### src/rtl/pr_pkg.sv
package pr_pkg;
  localparam int N_BANK = 3;
  localparam int SEL_W  = 3;

  typedef enum logic [1:0] {
    PG_NONE = 2'd0,
    PG_IRQ2 = 2'd1,
    PG_EOS  = 2'd2
  } page_e;

  typedef enum logic [3:0] {
    T_IRQ0, T_IRQ1, T_IRQ2, T_CFG, T_AUX, T_ADDR, T_PPR, T_EOS, T_DATA, T_NONE
  } tgt_e;
endpackage

### src/rtl/pr_decode.sv
module pr_decode
  import pr_pkg::*;
(
  input  logic [SEL_W-1:0] rsel_i,
  input  logic             ce_i,
  input  logic             we_i,
  input  logic             dbin_i,
  input  logic             acc_gr_i,
  input  logic             mode_i,
  input  page_e            page_i,
  output logic             cpu_rd_o,
  output logic             cpu_wr_o,
  output logic             dma_rd_o,
  output logic             dma_wr_o,
  output tgt_e             tgt_o
);
  assign cpu_wr_o = ce_i & we_i & ~acc_gr_i;
  assign cpu_rd_o = ce_i & dbin_i & ~we_i & ~acc_gr_i;
  // read strobe sense is inverted while granted
  assign dma_rd_o = acc_gr_i & ~dbin_i & ~we_i;
  assign dma_wr_o = acc_gr_i & we_i & dbin_i;

  always_comb begin
    case (rsel_i)
      3'd0: tgt_o = T_IRQ0;
      3'd1: tgt_o = T_IRQ1;
      3'd2: tgt_o = (!mode_i && page_i == PG_IRQ2) ? T_IRQ2 :
                    (!mode_i && page_i == PG_EOS)  ? T_EOS  : T_CFG;
      3'd3: tgt_o = T_AUX;
      3'd4: tgt_o = (mode_i && page_i == PG_IRQ2) ? T_IRQ2 : T_ADDR;
      3'd5: tgt_o = (mode_i && page_i == PG_EOS)  ? T_EOS  : T_PPR;
      3'd7: tgt_o = T_DATA;
      default: tgt_o = T_NONE;
    endcase
  end
endmodule

### src/rtl/pr_page.sv
module pr_page
  import pr_pkg::*;
#(
  parameter int DW          = 8,
  parameter int AUX_PG_BASE = 'h50
) (
  input  logic          clk_i,
  input  logic          rst_ni,
  input  logic          mode_i,
  input  logic          cpu_acc_i,
  input  logic          aux_wr_i,
  input  logic [DW-1:0] wdata_i,
  output page_e         page_o
);
  localparam logic [DW-1:0] CODE_IRQ2 = DW'(AUX_PG_BASE + 1);
  localparam logic [DW-1:0] CODE_EOS  = DW'(AUX_PG_BASE + 2);

  page_e page_q;

  always_ff @(posedge clk_i or negedge rst_ni) begin
    if (!rst_ni) page_q <= PG_NONE;
    else if (aux_wr_i && wdata_i == CODE_IRQ2) page_q <= PG_IRQ2;
    else if (aux_wr_i && wdata_i == CODE_EOS)  page_q <= PG_EOS;
    else if (mode_i && cpu_acc_i)              page_q <= PG_NONE;
  end

  assign page_o = page_q;
endmodule

### src/rtl/pr_irq.sv
module pr_irq #(
  parameter int DW     = 8,
  parameter int N_BANK = 3
) (
  input  logic                 clk_i,
  input  logic                 rst_ni,
  input  logic [N_BANK*DW-1:0] evt_i,
  input  logic [N_BANK-1:0]    clr_i,
  input  logic [N_BANK-1:0]    mask_we_i,
  input  logic [DW-1:0]        wdata_i,
  output logic [N_BANK*DW-1:0] stat_o,
  output logic                 irq_o
);
  logic [N_BANK-1:0] hit;

  for (genvar k = 0; k < N_BANK; k++) begin : g_bank
    logic [DW-1:0] stat_q, mask_q;
    always_ff @(posedge clk_i or negedge rst_ni) begin
      if (!rst_ni) begin
        stat_q <= '0;
        mask_q <= '0;
      end else begin
        // a new event outranks the clearing read
        stat_q <= (stat_q & ~{DW{clr_i[k]}}) | evt_i[k*DW +: DW];
        if (mask_we_i[k]) mask_q <= wdata_i;
      end
    end
    assign stat_o[k*DW +: DW] = stat_q;
    assign hit[k] = |(stat_q & mask_q);
  end

  assign irq_o = |hit;
endmodule

### src/rtl/paged_regfile.sv
module paged_regfile
  import pr_pkg::*;
#(
  parameter int DW          = 8,
  parameter int AUX_PG_BASE = 'h50
) (
  input  logic                 clk_i,
  input  logic                 rst_ni,
  input  logic                 mode_i,
  input  logic [SEL_W-1:0]     rsel_i,
  input  logic                 ce_i,
  input  logic                 we_i,
  input  logic                 dbin_i,
  input  logic                 acc_gr_i,
  input  logic [DW-1:0]        wdata_i,
  output logic [DW-1:0]        rdata_o,
  input  logic [DW-1:0]        din_i,
  input  logic                 din_we_i,
  output logic [DW-1:0]        dout_o,
  input  logic [N_BANK*DW-1:0] evt_i,
  output logic                 int_low_o
);
  logic cpu_rd, cpu_wr, dma_rd, dma_wr;
  tgt_e  tgt;
  page_e page_q;
  logic [N_BANK*DW-1:0] stat_q;
  logic [N_BANK-1:0]    clr, mask_we;
  logic [DW-1:0] cfg_q, addr_q, ppr_q, eos_q, din_q, dout_q, mux;

  pr_decode u_dec (
    .rsel_i, .ce_i, .we_i, .dbin_i, .acc_gr_i, .mode_i,
    .page_i(page_q),
    .cpu_rd_o(cpu_rd), .cpu_wr_o(cpu_wr),
    .dma_rd_o(dma_rd), .dma_wr_o(dma_wr),
    .tgt_o(tgt)
  );

  pr_page #(.DW(DW), .AUX_PG_BASE(AUX_PG_BASE)) u_page (
    .clk_i, .rst_ni, .mode_i,
    .cpu_acc_i(cpu_rd | cpu_wr),
    .aux_wr_i(cpu_wr && tgt == T_AUX),
    .wdata_i,
    .page_o(page_q)
  );

  for (genvar k = 0; k < N_BANK; k++) begin : g_sel
    localparam tgt_e TK = tgt_e'(k);
    assign clr[k]     = cpu_rd && tgt == TK;
    assign mask_we[k] = cpu_wr && tgt == TK;
  end

  pr_irq #(.DW(DW), .N_BANK(N_BANK)) u_irq (
    .clk_i, .rst_ni, .evt_i,
    .clr_i(clr), .mask_we_i(mask_we), .wdata_i,
    .stat_o(stat_q), .irq_o(int_low_o)
  );

  always_ff @(posedge clk_i or negedge rst_ni) begin
    if (!rst_ni) begin
      cfg_q <= '0; addr_q <= '0; ppr_q <= '0; eos_q <= '0;
      din_q <= '0; dout_q <= '0;
    end else begin
      if (din_we_i) din_q <= din_i;
      if (dma_wr) dout_q <= wdata_i;
      else if (cpu_wr) begin
        case (tgt)
          T_CFG:   cfg_q  <= wdata_i;
          T_ADDR:  addr_q <= wdata_i;
          T_PPR:   ppr_q  <= wdata_i;
          T_EOS:   eos_q  <= wdata_i;
          T_DATA:  dout_q <= wdata_i;
          default: ;
        endcase
      end
    end
  end

  always_comb begin
    case (tgt)
      T_IRQ0:  mux = stat_q[0*DW +: DW];
      T_IRQ1:  mux = stat_q[1*DW +: DW];
      T_IRQ2:  mux = stat_q[2*DW +: DW];
      T_CFG:   mux = cfg_q;
      T_AUX:   mux = {{(DW-2){1'b0}}, page_q};
      T_ADDR:  mux = addr_q;
      T_PPR:   mux = ppr_q;
      T_EOS:   mux = eos_q;
      T_DATA:  mux = din_q;
      default: mux = '0;
    endcase
  end

  assign rdata_o = dma_rd ? din_q : (cpu_rd ? mux : '0);
  assign dout_o  = dout_q;
endmodule

### config.mk
export PLATFORM = sky130hd
export DESIGN_NAME = paged_regfile
export DESIGN_NICKNAME = d
export VERILOG_FILES = /design/src/rtl/pr_pkg.sv /design/src/rtl/pr_decode.sv /design/src/rtl/pr_page.sv /design/src/rtl/pr_irq.sv /design/src/rtl/paged_regfile.sv
export SDC_FILE = /design/constraint.sdc
export NUM_CORES = 1
export LEC_CHECK = 0
export ABC_AREA = 1
export BUFFER_PORTS_ARGS = -buffer_cell sky130_fd_sc_hd__buf_4
export CAP_MARGIN = 40
export CELL_PAD_IN_SITES_DETAIL_PLACEMENT = 0
export CELL_PAD_IN_SITES_GLOBAL_PLACEMENT = 1
export CORE_UTILIZATION = 31
export DETAILED_ROUTE_END_ITERATION = 7
export GPL_ROUTABILITY_DRIVEN = 0
export PLACE_DENSITY_LB_ADDON = 0.12
export SYNTH_ARGS = -nofsm -noshare
export SYNTH_HDL_FRONTEND = slang
export SYNTH_HIERARCHICAL = 1
export SYNTH_SLANG_ARGS = --single-unit
### constraint.sdc
create_clock -name clk_i -period 5.2 [get_ports clk_i]
set_input_delay 0.78 -clock clk_i [delete_from_list [all_inputs] [get_ports clk_i]]
set_output_delay 0.78 -clock clk_i [all_outputs]
set_load 0.02 [all_outputs]
==> results of run 1 <==
power by group through the flow:
| stage | Sequential [mW] | Combinational (mW) | Clock [mW] |
|---|---|---|---|
| final | 0.930 | 0.395 | 0.659 |
| after global routing | 0.944 | 0.441 | 0.708 |
| after CTS | 0.930 | 0.400 | 0.680 |
| after detailed placement | 0.943 | 0.397 | 0 |
| after global placement | 0.941 | 0.392 | 0 |
| after floorplan | 0.940 | 0.253 | 0 |
kinds of logic (layout without fill, tap and decap cells):
kind of cell	Yosys count	count (layout)	share of synthesized area (%)
flip-flops	98	98	49.2
multiplexers	32	32	9.04
AND/OR/NAND/NOR	290	290	25.5
AO/OA/AOI/OAI	71	71	8.66
buffers and inverters	88	156	7.61
per-stage QoR:
stage          power (mW)  instance area (µm²)
3_5_place_dp         1.34                 5680
6_report             1.98                 5960
5_1_grt              2.09                 5960
2_1_floorplan        1.19                 4980
3_3_place_gp         1.33                 5650
4_1_cts              2.01                 5960
layer usage:
layer,share of wire [%],vias to the layer above
met2,43,98
met4,4.1,0
met5,0,-
met3,4.7,32
li1,-,1990
met1,48,1953
cell usage in the layout, fill, tap and decap left out:
cell type	instances
a21oi_1	10
a21oi_2	1
a31o_4	1
and2_1	1
buf_2	2
buf_4	72
bufinv_16	1
clkbuf_16	9
clkinv_1	2
clkinv_2	2
clkinvlp_4	1
dfrtp_1	98
inv_1	61
inv_2	5
inv_6	1
mux2_2	8
mux2_4	24
nand2_1	144
nand3_1	68
nand3_2	5
nand4_1	3
nor2_1	55
nor2_2	6
nor2_4	1
nor2_8	1
nor2b_2	1
nor3_1	3
nor3_2	1
nor4_1	1
o21ai_0	33
o21ai_1	2
o21bai_1	24
worst max path at each step:
| stage | from | endpoint | slack (ns) |
|---|---|---|---|
| finish | rsel_i[0] | rdata_o[3] | 1.34 |
| global route | rsel_i[0] | rdata_o[3] | 1.11 |
| CTS | rsel_i[0] | rdata_o[3] | 1.40 |
| detailed placement | rsel_i[0] | rdata_o[3] | 1.42 |
| global placement | rsel_i[2] | rdata_o[6] | 1.41 |
| floorplan | rsel_i[0] | rdata_o[2] | 2.13 |
sequential cells by signal, summed over array words and instances, names as in the netlist:
signal and count:
din_q 8, cfg_q 8, u_page/page_o 2, addr_q 8, u_irq/g_bank.stat_q 24, ppr_q 8, eos_q 8, u_irq/g_bank.mask_q 24
dout_o 8
synth_stat cells (6+ instances only):
cell,instances
nor2_1,55
a21oi_1,10
nor2_2,6
inv_1,61
mux2_2,8
nand2_1,144
o21bai_1,24
o21ai_0,33
dfrtp_1,98
buf_2,9
mux2_4,24
nand3_1,68
layout make-up:
| class | instances | share of cell area, % |
|---|---|---|
| clock buffer | 9 | 3.78 |
| clock inverter | 5 | 0.945 |
| inverter | 68 | 4.28 |
| multi-input combinational | 393 | 36.1 |
| sequential | 98 | 41.2 |
| tap | 211 | 4.43 |
| timing repair buffer | 74 | 9.24 |
==> impl_results.md, run 1 <==
* H-tree depth at 3
* Comb power frac at 19.9%
* MaxCap Viol Count at 0
* Final worst clock skew at 0.00274 ns
* Clk network pwr share at approximately a third
* Synth cell types at 29
* Worst-Margin Slew at 0.926 ns
* Setup ws final at about 1.3 ns
* Initial antenna violation count at 0
* Cell mode on critical path: nand2_1
* Sequential share of power at between 40% and 50%
* Final ANT Viol Nets at 0
* Pint at 1.42 mW
* Seq cells post-synth at 98
* CP bufs+invs at 4
* Synthesized cell area at 4980 µm²
* Die Width at 129 µm
* HPWL after detailed placement at ~11 mm
* Synth top area share at 49.2%
* Vias in the first global route at between 4000 and 5000
* CTS sink cnt at between 90 and 100
* Total global routing overflow at 0
* Switch Pwr at ~0.56 mW
* Worst slack at placement at between 1 and 1.5 ns
* Final period utilization at 74.2%
* Final Non-Filler Cells at 858
* Tmin final at a little under 4 ns
* Drt first pass iters at 4
* Post-Synthesis Net Count at 630
* Yosys warning count at 6
* Crit path cell chain: buf_4 > inv_2 > nand2_1 > o21ai_0 > inv_1 > nor2_2 > nand3_1 > nand2_1 > nor2_1 > nand3_1 > nand2_1 > nand2_1 > buf_4
* Clk pin slew, worst setup/hold paths at 0.06 ns
* Post-Syn Instances at a little under 600
* Register area share after synthesis at around 50%
* Max-slew violations at 0
* Vias per inst at approximately 4.7
* Crit-path max FO at 18
* Seq. cell area at roughly 2500 µm²
* Max Fclk at between 200 and 300 MHz
* Leakage at between 3 and 4 nW
* Reg2reg path depth at 9
* Drt drc at 0
* Levels on crit path at 13
* IO Count at a little under 70
* RSZ-0062 raised after global routing: false
* Met1 GRT Util at around 26%
* Area contributors post-synth: dfrtp_1, nand2_1, mux2_4
* HP Class: in2async
* Met3 usage at 3.87%
* Core ar. at ~15000 µm²
* Primary FF master, synth: dfrtp_1
* First-pass GRT wire length at 22.6 mm
* Total routed wirelength at between 10 and 15 mm
* Worst VDD drop at about 0.16 mV
* Largest area contributor in the netlist: dfrtp_1
* GRT busiest layer: met2
* Area of the die at 16600 µm²
* DR iter-0 viols at between 200 and 250
* Area growth from synthesis to layout at 19.5%
* R2r setup slk at around 2.3 ns
* # placed instances at 844
* Chip height at 129 µm
* ANT cells at 0
* Footprint of the multi-input gates at about 2200 µm²
* Final Hold Viols at 0
* Latest clock arrival within the worst-skew pair at roughly 0.35 ns
* Final setup fails at 0
* Hold WS at about 0.43 ns
* Fillers at 1650
* Postcts setup bufs at 0
* FP Rows at 45
* Mean Syn Cell Area at 8.61 µm²
* Pwr dens at ~330 nW/µm²
* Num CTS Buffers at 9
* Met2 Track Usage GR at ~28%
* Status: complete, no violations
* Worst endpoint required time at ~4.4 ns
* Arr. time, crit path at around 3.1 ns
* Largest net degree at the start of global routing at 54
* Wirelength per Cell at roughly 17 µm
* Normalized max-slew margin at roughly two fifths
* Share of layout cells above drive strength 1 at a little over a fifth
* Port Buffers at 67
* Vias post-DR at about 4000
* Nets at 695
* CP Capture Type: primary output
* GRT Overall Usage at a little under a fifth
* Switching Share at 28.3%
* Critical path class: in2out
* Async S/R FF share, synth at between 90% and 100%
* CTS Root Buffer Type: clkbuf_16
* Fin util at roughly two fifths
* Setup crit start kind: primary input
* CTS tree: yes
* CTS resizes at 0
* Setup tns final at 0 ns
* R2r endpoint: u_irq/g_bank[0].stat_q[1]
* Critical-path top delay cell: nor2_2
* CTS Hold Bufs at 0
* Crit path max-delay family: simple AND/OR/NAND/NOR gates
* Post-synth EDFFs at 0
* Reg2reg start: u_page/page_o[0]
* Initial Util at 32.3%
* Clock buffer depth at 2
* CP max stage delay at ~0.65 ns
Note: power is estimated with default switching activity, not from simulation.
==> run 2, diff against run 1 <==
Clock period 5.2 ns to 3.9 ns, I/O delays scaled along.
==> run 2 against run 1 <==
Utilization up 0.35 points. Hold slack worse by 0.014 ns. Sequential power up 33%. Flip-flop and latch count unchanged. Critical path depth up 1. Non-clock buffer count up 4.
==> impl_results.md, run 2 (synthesized netlist as in run 1, its figures left out) <==
* Crit-path max FO at 18 (unchanged)
* DR iter-0 viols at 234 (-1.3%)
* Initial Util at 32.3% (unchanged)
* Port Buffers at 67 (unchanged)
* Initial antenna violation count at 0 (unchanged)
* Vias post-DR at 3982 (-2.2%)
* Status: complete, no violations
* Worst Setup SP: u_page/page_o[1]
* Final Hold Viols at 0 (unchanged)
* Wirelength per Cell at 16.8 µm (+0.15%)
* Crit path cell chain: inv_1 > nand3_1 > nand2_1 > nand3_1 > o21ai_0 > inv_1 > nor2_2 > nand3_1 > nand2_1 > nor2_1 > nand3_1 > nand2_1 > nand2_1 > buf_4
* Latest clock arrival within the worst-skew pair at 0.36 ns (about the same)
* H-tree depth at 3 (unchanged)
* Drt drc at 0 (unchanged)
* Clk pin slew, worst setup/hold paths at 0.07 ns (about the same)
* HPWL after detailed placement at 10.9 mm (+1.5%)
* Core ar. at 15400 µm² (unchanged)
* Vias in the first global route at 4061 (-0.95%)
* Critical-path top delay cell: nor2_2
* CP Capture Type: primary output
* Leakage at 3.10 nW (+0.88%)
* Seq. cell area at 2450 µm² (unchanged)
* Hold WS at 0.421 ns (-0.0135 ns)
* Area growth from synthesis to layout at 20.6%
* ANT cells at 0 (unchanged)
* Fillers at 1657 (+0.42%)
* Clock buffer depth at 2 (unchanged)
* CTS tree: yes
* Worst-Margin Slew at 0.782 ns (-0.144 ns)
* Switching Share at 29.0% (+0.71 points)
* Total global routing overflow at 0 (unchanged)
* Die Width at 129 µm (unchanged)
* Num CTS Buffers at 9 (unchanged)
* Setup ws final at 0.534 ns (-0.810 ns)
* Clk network pwr share at 32.6% (-0.6 points)
* Crit path max-delay family: simple AND/OR/NAND/NOR gates
* Max-slew violations at 0 (unchanged)
* Vias per inst at 4.61 (-2.9%)
* Comb power frac at 20.2% (+0.3 points)
* Normalized max-slew margin at 47.7% (+9.5 points)
* Max Fclk at between 200 and 300 MHz
* Final worst clock skew at 0.00459 ns (+0.00185 ns)
* Area of the die at 16600 µm² (unchanged)
* GRT Overall Usage at 19.1% (+0.24 points)
* CTS sink cnt at 98 (unchanged)
* Total routed wirelength at 14.5 mm (+0.85%)
* FP Rows at 45 (unchanged)
* Setup crit start kind: flip-flop
* Switch Pwr at 0.763 mW (+36%)
* HP Class: in2reg
* Worst endpoint required time at 3.31 ns (-1.11 ns)
* Final ANT Viol Nets at 0 (unchanged)
* CP bufs+invs at 3 (-1)
* Worst VDD drop at 0.226 mV (+40%)
* Commonest cells after routing, fill and taps aside: nand2_1, dfrtp_1, buf_4, nand3_1, inv_1
* Design Power at 2.63 mW (+33%)
* Commonest non-fill, non-tap cell in the layout: nand2_1
* Footprint of the multi-input gates at 2150 µm² (unchanged)
* Share of layout cells above drive strength 1 at 22.4% (+0.41 points)
* Final period utilization at 86.3%
* Final setup fails at 0 (unchanged)
* Arr. time, crit path at 2.78 ns (-0.30 ns)
* Nets at 699 (+0.58%)
* CTS Root Buffer Type: clkbuf_16
* Hold_sp: evt_i[12]
* Critical path class: reg2out
* Pint at 1.87 mW (+31%)
* Chip height at 129 µm (unchanged)
* Postcts setup bufs at 0 (unchanged)
* Worst slack at placement at 0.569 ns (-0.855 ns)
* Reg2reg start: u_page/page_o[1]
* Tmin final at ~3.4 ns
* Drt first pass iters at 5 (+1)
* Setup tns final at 0 ns (unchanged)
* MaxCap Viol Count at 0 (unchanged)
* IO Count at 68 (unchanged)
* First-pass GRT wire length at 23.2 mm (+2.4%)
* RSZ-0062 raised after global routing: false
* Sequential share of power at 47.2% (+0.3 points)
* Largest net degree at the start of global routing at 63 (+17%)
* Pwr dens at 438 nW/µm² (+31%)
* Registers with the most flip-flops: u_irq/g_bank.mask_q: 24 flops, u_irq/g_bank.stat_q: 24 flops
* CP max stage delay at 0.58 ns (-0.07 ns)
==> run 2: repair_timing <==
action | 4_1_cts | 5_1_grt
endpoints found under the setup margin | 0 | 0
gates resized for setup | 0 | 0
hold endpoints to repair | 0 | 1
hold buffers | 0 | 1
==> run 2: area by class of cell <==
type	count	area share (%)
flip-flops and latches	98	40.8
multi-input cells	393	35.8
inverters	68	4.25
clock inverters	5	0.624
clock buffers	11	4.04
repair buffers	78	10.1
well taps	211	4.39
==> run 2: power groups by stage <==
stage / clock network (mW) / registers, mW / logic [mW]
after floorplan: 0 / 1.25 / 0.337
after global placement: 0 / 1.26 / 0.525
after detailed placement: 0 / 1.26 / 0.534
after CTS: 0.888 / 1.24 / 0.538
after global routing: 0.932 / 1.26 / 0.594
final: 0.859 / 1.24 / 0.532
==> run 2: routing by layer <==
| layer | track usage, % | vias to the layer above | part of all wire, % |
|---|---|---|---|
| met1 | 26.6 | 1908 | 49 |
| met4 | 5.88 | 0 | 1.5 |
| met2 | 30.0 | 68 | 46 |
| met5 | 0 | - | 0 |
| li1 | - | 1992 | - |
| met3 | 3.74 | 14 | 3.7 |
==> run 2: metrics by stage <==
stage	utilization (%)	instances	area (µm²)
2_1_floorplan	-	579	4980
3_3_place_gp	36.9	845	5690
3_5_place_dp	37.1	847	5720
4_1_cts	38.9	863	6000
5_1_grt	39.0	864	6010
6_report	39.0	864	6010
==> run 2: path summary, 6_finish.rpt <==
path                                                  end  slack [ns]  depth (start not counted)
min in group asynchronous       u_irq/g_bank[0].stat_q[3]        0.56                          2
worst max-delay path                           rdata_o[2]        0.53                         14
max in group asynchronous       u_irq/g_bank[2].stat_q[4]        2.55                          4
worst min-delay path            u_irq/g_bank[1].stat_q[4]        0.42                          2
worst min register to register                   cfg_q[3]        0.49                          2
worst max register to register  u_irq/g_bank[2].stat_q[4]        1.26                         10
==> run 3, diff against run 2 <==
Settings changed: CTS_BUF_LIST from default to sky130_fd_sc_hd__clkbuf_16.
==> run 3 against run 2 <==
First-iteration DRC count grew 15%. Sequential share of layout area grew 0.068 points. Count of clock-buffer cells in the layout shrank 2. Wire length grew 0.39%. Setup slack gained 0.0016 ns. Critical endpoint is now rdata_o[3].
==> impl_results.md, run 3 (synthesized netlist as in run 1, its figures left out) <==
* Normalized max-slew margin at 49.6% (+1.9 points)
* Total global routing overflow at 0 (unchanged)
* Commonest non-fill, non-tap cell in the layout: nand2_1
* Tmin final at 3.36 ns (-0.00161 ns)
* Max-slew violations at 0 (unchanged)
* Drt drc at 0 (unchanged)
* Leakage at 3.09 nW (about the same)
* Status: complete, no violations
* Vias per inst at 4.66 (+1.1%)
* Initial Util at 32.3% (unchanged)
* Area growth from synthesis to layout at 20.4%
* Hold WS at 0.421 ns (+0.000522 ns)
* First-pass GRT wire length at 23.1 mm (-0.12%)
* Largest net degree at the start of global routing at 63 (unchanged)
* Arr. time, crit path at 2.78 ns (about the same)
* HP Class: in2reg
* Worst VDD drop at 0.227 mV (+0.17%)
* DR iter-0 viols at 269 (+15%)
* Registers with the most flip-flops: u_irq/g_bank.mask_q: 24 flops, u_irq/g_bank.stat_q: 24 flops
* H-tree depth at 3 (unchanged)
* Initial antenna violation count at 0 (unchanged)
* Setup tns final at 0 ns (unchanged)
* Port Buffers at 67 (unchanged)
* GRT Overall Usage at 19.1% (-0.027 points)
* Final ANT Viol Nets at 0 (unchanged)
* Final Hold Viols at 0 (unchanged)
* Footprint of the multi-input gates at 2150 µm² (unchanged)
* CTS tree: yes
* Vias post-DR at 4024 (+1.1%)
* FP Rows at 45 (unchanged)
* Pwr dens at 435 nW/µm² (-0.71%)
* Share of layout cells above drive strength 1 at 22.2% (-0.15 points)
* Total routed wirelength at 14.6 mm (+0.39%)
* Max Fclk at 297 MHz (about the same)
* Chip height at 129 µm (unchanged)
* RSZ-0062 raised after global routing: false
* Die Width at 129 µm (unchanged)
* Final period utilization at 86.3% (about the same)
* MaxCap Viol Count at 0 (unchanged)
* Clk pin slew, worst setup/hold paths at 0.07 ns (about the same)
* Setup crit start kind: flip-flop
* HPWL after detailed placement at 10.9 mm (unchanged)
* Latest clock arrival within the worst-skew pair at 0.36 ns (about the same)
* R2r setup slk at 1.27 ns (about the same)
* Area of the die at 16600 µm² (unchanged)
* CTS sink cnt at 98 (unchanged)
* IO Count at 68 (unchanged)
* CTS Root Buffer Type: clkbuf_16
* Worst-Margin Slew at 0.754 ns (-0.0283 ns)
* Wirelength per Cell at 16.9 µm (+0.39%)
* Fillers at 1657 (unchanged)
* Postcts setup bufs at 0 (unchanged)
* Clock buffer depth at 2 (unchanged)
* Final setup fails at 0 (unchanged)
* Crit-path max FO at 18 (unchanged)
* Num CTS Buffers at 9 (unchanged)
* CP Capture Type: primary output
* ANT cells at 0 (unchanged)
* Worst endpoint required time at 3.31 ns (about the same)
* Commonest cells after routing, fill and taps aside: nand2_1, dfrtp_1, buf_4, nand3_1, inv_1
* Final Non-Filler Cells at 864 (unchanged)
* # placed instances at 847 (unchanged)
* Critical path class: reg2out
* Core ar. at 15400 µm² (unchanged)
* Final worst clock skew at 0.00454 ns (-0.0000544 ns)
* Vias in the first global route at 4056 (-0.12%)
* Seq. cell area at 2450 µm² (unchanged)
* Nets at 699 (unchanged)
* Drt first pass iters at 5 (unchanged)
-- run 3: cell count changes in the layout (fill, tap and decap cells not counted), sizes merged --
cell,previous run,this run
inv,68,69
clkbuf,11,9
clkinv,4,5
-- run 3: layout make-up --
type                       count  share of cell area (%)
clock buffer                   9                    3.75
clock inverter                 7                   0.751
inverter                      68                    4.25
multi-input combinational    393                    35.9
sequential                    98                    40.9
tap                          211                    4.40
timing repair buffer          78                    10.1
-- run 3: path summary, 6_finish.rpt --
| check | start | endpoint | depth (start not counted) |
|---|---|---|---|
| min in group asynchronous | rst_ni | u_irq/g_bank[0].stat_q[3] | 2 |
| hold / removal | evt_i[12] | u_irq/g_bank[1].stat_q[4] | 2 |
| max in group asynchronous | rst_ni | u_irq/g_bank[2].stat_q[4] | 4 |
| setup reg to reg | u_page/page_o[1] | u_irq/g_bank[2].stat_q[4] | 10 |
| setup / recovery | u_page/page_o[1] | rdata_o[3] | 14 |
| hold reg to reg | cfg_q[3] | cfg_q[3] | 2 |
-- run 3: routing by layer --
layer  routed length (µm)  GRT usage [%]  vias to the layer above
li1                     -              -                     1991
met1                 7160           26.7                     1937
met2                 6660           29.8                       82
met3                  529           3.74                       14
met4                  212           5.88                        0
met5                    0              0                        -
-- run 3: what timing repair did --
action / CTS / global route
endpoints found under the hold margin: 0 / 1
resized for setup: 0 / 0
hold buffers: 0 / 1
-- run 3: through the flow --
stage                     util [%]  setup slack, ns  power, mW  area (µm²)
after detailed placement      37.1            0.569       1.79        5720
after CTS                     38.8            0.511       2.64        5990
after global routing          38.9            0.225       2.76        6000
after floorplan                  -             1.22       1.59        4980
final                         38.9            0.536       2.61        6000
after global placement        36.9            0.608       1.78        5690
-- run 3: worst max-delay path: stages, from the launching register on --
cell     delay, ns
dfrtp_1       0.43
inv_1         0.09
nand3_1       0.09
nand2_1       0.07
nand3_1       0.06
o21ai_0       0.23
inv_1         0.11
nor2_2        0.58
nand3_1       0.21
nand2_1       0.14
nor2_1        0.04
nand3_1       0.09
nand2_1       0.06
nand2_1       0.08
buf_4         0.13
-- run 3: report_power, final --
| group | total, mW | leakage [nW] | internal [mW] | switching [mW] |
|---|---|---|---|---|
| clock | 0.834 | 0.136 | 0.433 | 0.402 |
| combinational | 0.533 | 1.80 | 0.257 | 0.275 |
| sequential | 1.24 | 1.16 | 1.16 | 0.0847 |
| total | 2.61 | 3.09 | 1.85 | 0.762 |
